[src/rtl/adc_flag_pkg.sv]
package adc_flag_pkg;
  // Qualified conversion event after transition filtering
  typedef struct packed {
    logic accept;
    logic set_flag;
    logic last;
  } conv_evt_t;
endpackage

[src/rtl/adc_flag_decode.sv]
module adc_flag_decode
  import adc_flag_pkg::*;
#(
  parameter int N_SLOTS = 8,
  localparam int SLOT_W = $clog2(N_SLOTS)
) (
  input  logic               clk,
  input  logic               rst,
  input  logic               conv_done,
  input  logic [SLOT_W-1:0]  conv_slot,
  input  logic               conv_hit,
  input  logic               conv_last,
  input  logic               mode_trans,
  input  logic               flag_wr,
  input  logic [N_SLOTS-1:0] flag_wdata,
  input  logic               res_rd,
  input  logic               res_wr,
  input  logic [SLOT_W-1:0]  res_idx,
  input  logic [N_SLOTS-1:0] cmp_en_mask,
  input  logic               fast_clr,
  output conv_evt_t          evt,
  output logic [N_SLOTS-1:0] set_vec,
  output logic [N_SLOTS-1:0] clr_vec
);
  always_comb begin
    evt.accept   = conv_done && !mode_trans;
    evt.set_flag = evt.accept && (!cmp_en_mask[conv_slot] || conv_hit);
    evt.last     = evt.accept && conv_last;
  end

  for (genvar n = 0; n < N_SLOTS; n++) begin : g_slot
    logic hit_slot, hit_res, fast_term;
    assign hit_slot   = (conv_slot == SLOT_W'(n));
    assign hit_res    = (res_idx == SLOT_W'(n));
    assign fast_term  = hit_res && (cmp_en_mask[n] ? res_wr : res_rd);
    assign set_vec[n] = evt.set_flag && hit_slot;
    assign clr_vec[n] = fast_clr ? fast_term : (flag_wr && flag_wdata[n]);
  end

  // normal mode never clears through result access
  p_no_res_clear_r4: assert property (@(posedge clk) disable iff (rst)
    (!fast_clr && !flag_wr) |-> (clr_vec == '0));
  // fast clear touches at most one slot
  p_fast_single_r5: assert property (@(posedge clk) disable iff (rst)
    fast_clr |-> $onehot0(clr_vec));
  // transition window blocks every set
  p_trans_block_r12: assert property (@(posedge clk) disable iff (rst)
    mode_trans |-> (set_vec == '0 && !evt.last));
endmodule

[src/rtl/adc_flag_regs.sv]
module adc_flag_regs #(
  parameter int N_SLOTS = 8
) (
  input  logic               clk,
  input  logic               rst,
  input  logic [N_SLOTS-1:0] set_vec,
  input  logic [N_SLOTS-1:0] clr_vec,
  output logic [N_SLOTS-1:0] flags
);
  for (genvar n = 0; n < N_SLOTS; n++) begin : g_bit
    always_ff @(posedge clk) begin
      if (rst)             flags[n] <= 1'b0;
      else if (set_vec[n]) flags[n] <= 1'b1;
      else if (clr_vec[n]) flags[n] <= 1'b0;
    end

    // a set always lands, even against a clear
    p_set_wins_r8: assert property (@(posedge clk) disable iff (rst)
      set_vec[n] |=> flags[n]);
    // no event leaves the bit alone
    p_hold_r2: assert property (@(posedge clk) disable iff (rst)
      (!set_vec[n] && !clr_vec[n]) |=> $stable(flags[n]));
  end
endmodule

[src/rtl/adc_irq_gen.sv]
module adc_irq_gen #(
  parameter int N_SLOTS = 8
) (
  input  logic               clk,
  input  logic               rst,
  input  logic [N_SLOTS-1:0] flags,
  input  logic [N_SLOTS-1:0] cmp_en_mask,
  input  logic               seq_flag,
  input  logic               seq_irq_en,
  input  logic               cmp_irq_en,
  output logic               seq_irq,
  output logic               cmp_irq
);
  logic any_cmp;
  assign any_cmp = |(flags & cmp_en_mask);
  assign seq_irq = seq_irq_en && seq_flag;
  assign cmp_irq = cmp_irq_en && any_cmp;

  // compare request needs a set compare-enabled flag
  p_cmp_src_r11: assert property (@(posedge clk) disable iff (rst)
    cmp_irq |-> (cmp_irq_en && ($countones(flags & cmp_en_mask) > 0)));
  // sequence request needs the sequence flag
  p_seq_src_r10: assert property (@(posedge clk) disable iff (rst)
    seq_irq |-> seq_flag);
endmodule

[src/rtl/adc_flag_irq.sv]
module adc_flag_irq
  import adc_flag_pkg::*;
#(
  parameter int N_SLOTS = 8,
  localparam int SLOT_W = $clog2(N_SLOTS)
) (
  input  logic               clk,
  input  logic               rst,
  input  logic               conv_done,
  input  logic [SLOT_W-1:0]  conv_slot,
  input  logic               conv_hit,
  input  logic               conv_last,
  input  logic               mode_trans,
  input  logic               flag_wr,
  input  logic [N_SLOTS-1:0] flag_wdata,
  input  logic               seq_clr,
  input  logic               res_rd,
  input  logic               res_wr,
  input  logic [SLOT_W-1:0]  res_idx,
  input  logic [N_SLOTS-1:0] cmp_en_mask,
  input  logic               fast_clr,
  input  logic               seq_irq_en,
  input  logic               cmp_irq_en,
  output logic [N_SLOTS-1:0] conv_flags,
  output logic               seq_flag,
  output logic               seq_irq,
  output logic               cmp_irq,
  output logic               res_store_en,
  output logic [SLOT_W-1:0]  res_store_idx
);
  conv_evt_t          evt;
  logic [N_SLOTS-1:0] set_vec, clr_vec;

  adc_flag_decode #(.N_SLOTS(N_SLOTS)) u_dec (
    .clk(clk), .rst(rst),
    .conv_done(conv_done), .conv_slot(conv_slot), .conv_hit(conv_hit),
    .conv_last(conv_last), .mode_trans(mode_trans),
    .flag_wr(flag_wr), .flag_wdata(flag_wdata),
    .res_rd(res_rd), .res_wr(res_wr), .res_idx(res_idx),
    .cmp_en_mask(cmp_en_mask), .fast_clr(fast_clr),
    .evt(evt), .set_vec(set_vec), .clr_vec(clr_vec)
  );

  adc_flag_regs #(.N_SLOTS(N_SLOTS)) u_regs (
    .clk(clk), .rst(rst), .set_vec(set_vec), .clr_vec(clr_vec),
    .flags(conv_flags)
  );

  always_ff @(posedge clk) begin
    if (rst)           seq_flag <= 1'b0;
    else if (evt.last) seq_flag <= 1'b1;
    else if (seq_clr)  seq_flag <= 1'b0;
  end

  always_ff @(posedge clk) begin
    if (rst) begin
      res_store_en  <= 1'b0;
      res_store_idx <= '0;
    end else begin
      res_store_en  <= evt.accept;
      if (evt.accept) res_store_idx <= conv_slot;
    end
  end

  adc_irq_gen #(.N_SLOTS(N_SLOTS)) u_irq (
    .clk(clk), .rst(rst), .flags(conv_flags), .cmp_en_mask(cmp_en_mask),
    .seq_flag(seq_flag), .seq_irq_en(seq_irq_en), .cmp_irq_en(cmp_irq_en),
    .seq_irq(seq_irq), .cmp_irq(cmp_irq)
  );

  // accepted completion is followed by a store strobe for its slot
  p_store_follow_r13: assert property (@(posedge clk) disable iff (rst)
    (conv_done && !mode_trans) |=> (res_store_en && res_store_idx == $past(conv_slot)));
  // no store strobe for a transition-window completion
  p_trans_nostore_r12: assert property (@(posedge clk) disable iff (rst)
    (conv_done && mode_trans) |=> !res_store_en);
  // last completion raises the sequence flag
  p_seq_set_r9: assert property (@(posedge clk) disable iff (rst)
    (conv_done && conv_last && !mode_trans) |=> seq_flag);
endmodule

[config.mk]
export PLATFORM = sky130hd
export DESIGN_NAME = adc_flag_irq
export DESIGN_NICKNAME = d
export VERILOG_FILES = /design/src/rtl/adc_flag_pkg.sv /design/src/rtl/adc_flag_decode.sv /design/src/rtl/adc_flag_regs.sv /design/src/rtl/adc_irq_gen.sv /design/src/rtl/adc_flag_irq.sv
export SDC_FILE = /design/constraint.sdc
export NUM_CORES = 1
export LEC_CHECK = 0
export ABC_AREA = 1
export CAP_MARGIN = 20
export CORE_UTILIZATION = 40
export CTS_CLUSTER_DIAMETER = 50
export DETAILED_ROUTE_END_ITERATION = 16
export DONT_BUFFER_PORTS = 1
export PLACE_DENSITY_LB_ADDON = 0.05
export SETUP_SLACK_MARGIN = 0.02
export SLEW_MARGIN = 30
export SYNTH_ARGS = -nofsm -noshare
export SYNTH_HDL_FRONTEND = slang
export SYNTH_HIERARCHICAL = 1
export SYNTH_SLANG_ARGS = --single-unit
[constraint.sdc]
create_clock -name clk -period 1.3 [get_ports clk]
set_input_delay 0.195 -clock clk [delete_from_list [all_inputs] [get_ports clk]]
set_output_delay 0.195 -clock clk [all_outputs]
set_load 0.1 [all_outputs]
==> flow_summary.toml <==
[status]
status = "finished, violations left"
violations = "negative setup slack"

[global_routing]
grt_first_pass_wirelength_mm = 4.077
antenna_found_initial = 0
grt_pass1_vias = 962
track_usage = 0.1995
grt_overflow = 0
grt_max_degree = 12

[worst_setup_path]
critPathLaunchType = "register"
rrSetupSlack_ns = 0.24
critPathKind = "reg -> out"
arrival_ns = 1.14
critPathRequiredTime_ns = 1.11
crit_path_end_kind = "primary output"
critical_path.max_fanout = 2

[placement]
numPortBuffers = 0
hpwl_mm = 2.100
gp_congestion = 0.7700
post_dp_cell_area_mm2 = 0.001242

[final_layout]
layout_commonest_cell = "nand2_1"
antenna_cells = 0
finalNetCount = 218
final_cell_mix = "nand2_1 (38), inv_1 (25), nand3_1 (17), buf_4 (12), nand2_2 (10)"
drive_gt1_frac = 0.3736
area_delta_synth_final_pct = 25.78
fin_area_mm2 = 0.001313
final_util = 0.5298

[drt]
wl_met2_mm = 1.345
drc = 0
antenna_left = 0
firstDrtPassIters = 4
met1Wirelength_mm = 1.083
via_per_inst = 5.052
dr.max_layer_used = "met4"
routed_wl_mm = 2.634
vias = 1071
wl_per_cell_um = 12.42
drtIter0Drc = 23
met3_length_um = 192

[cts]
clk_path_buf_depth = 2
htree_levels = 1
cts_made_buffers = 3
root_buffer = "clkbuf_4"
cts_tree = "built"
post-cts-setup-buffers = 0
clock_latency_ns = 0.26
clock_sinks = 13
clkSlewWorstSetupHoldPaths_ns = 0.08

[yosys]
syn_area_per_cell_um2 = 6.286
syn_area_mm2 = 0.001044
yosysWarnings = 6
synthCells = 166
synth_nets = 201

[die]
core_mm2 = 0.002477
pin_count = 50
die_h_um = 53.08
die_x_um = 53.08
start_util = 0.4212
die-area_mm2 = 0.002817
rows = 18

[flow_run]
maxCapViolations = 0

[timing]
drv_slew = 0
fmax_mhz = 746.9
finalSetupViolCount = 1
slew-limit-headroom = 0.6027
finClkSkew_ns = 0
layout_min_cycle_time_ns = 1.339
tightest_slew_ns = 0.5940
finalHoldViolations = 0
fin_ws_ns = -0.03886
fin_crit_sh = 1.030
rsz0062_at_grt = "true"

[pwr]
total_power_mw = 0.9476
p_leak_nw = 0.5292
power_density_mw_per_mm2 = 721.9
ir_worst_vdd_mv = 0.7220

[hold_path]
hold_class = "in -> reg"
==> layer usage <==
metal / global-route usage / vias to the layer above
met4: 0.06579 / 0
met2: 0.3692 / 34
li1: - / 556
met1: 0.2320 / 479
met3: 0.02586 / 2
met5: 0 / -
==> worst max-delay path, stage by stage, from the launching register on <==
cell and delay (ns):
dfxtp_4 0.35, nand2_1 0.06, nand2_2 0.08, nor2_4 0.05, a21oi_4 0.16, buf_12 0.19
==> final timing paths <==
kind                            cells past startpoint        startpoint          endpoint
worst max-delay path                                5   u_regs/flags[0]           cmp_irq
worst min-delay path                                2      conv_slot[1]  res_store_idx[1]
worst max register to register                      3  res_store_idx[1]  res_store_idx[1]
worst min register to register                      2          seq_flag          seq_flag
==> state kept, by name, summed over array words and instances, names as in the netlist <==
register,count
seq_flag,1
u_regs/flags,8
res_store_idx,3
res_store_en,1
==> timing repair <==
action / CTS / global route
hold buffers: 1 / 0
endpoints found under the hold margin: 10 / 0
resized for setup: 9 / 3
endpoints found under the setup margin: 3 / 1
pin swaps: 7 / 6
==> through the flow <==
stage | setup WS (ns) | hold slack, ns | TNS [ns] | std cells
floorplan | -0.1883 | 0.2544 | -0.1883 | 166
global placement | -0.05217 | 0.2509 | -0.05217 | 207
detailed placement | -0.07129 | 0.2511 | -0.07129 | 207
CTS | -0.04889 | 0.04726 | -0.04889 | 212
global route | -0.09245 | 0.07801 | -0.09245 | 212
finish | -0.03886 | 0.06924 | -0.03886 | 212
==> layout make-up <==
| type | instances | area, µm² |
|---|---|---|
| sequential | 13 | 296.5 |
| multi-input combinational | 118 | 664.4 |
| fill | 256 | 1165 |
| tap | 30 | 37.54 |
| timing repair buffer | 16 | 160.2 |
| inverter | 31 | 127.6 |
| clock buffer | 4 | 26.28 |
==> report_power, final <==
| group | switching [mW] | internal (mW) | leakage [nW] | total, mW |
|---|---|---|---|---|
| Clock | 0.126 | 0.119 | 0.0150 | 0.245 |
| Combinational | 0.196 | 0.0876 | 0.401 | 0.283 |
| Sequential | 0.0227 | 0.397 | 0.114 | 0.419 |
| Total | 0.345 | 0.603 | 0.529 | 0.948 |
No activity file was read; power rests on OpenSTA's default activity.
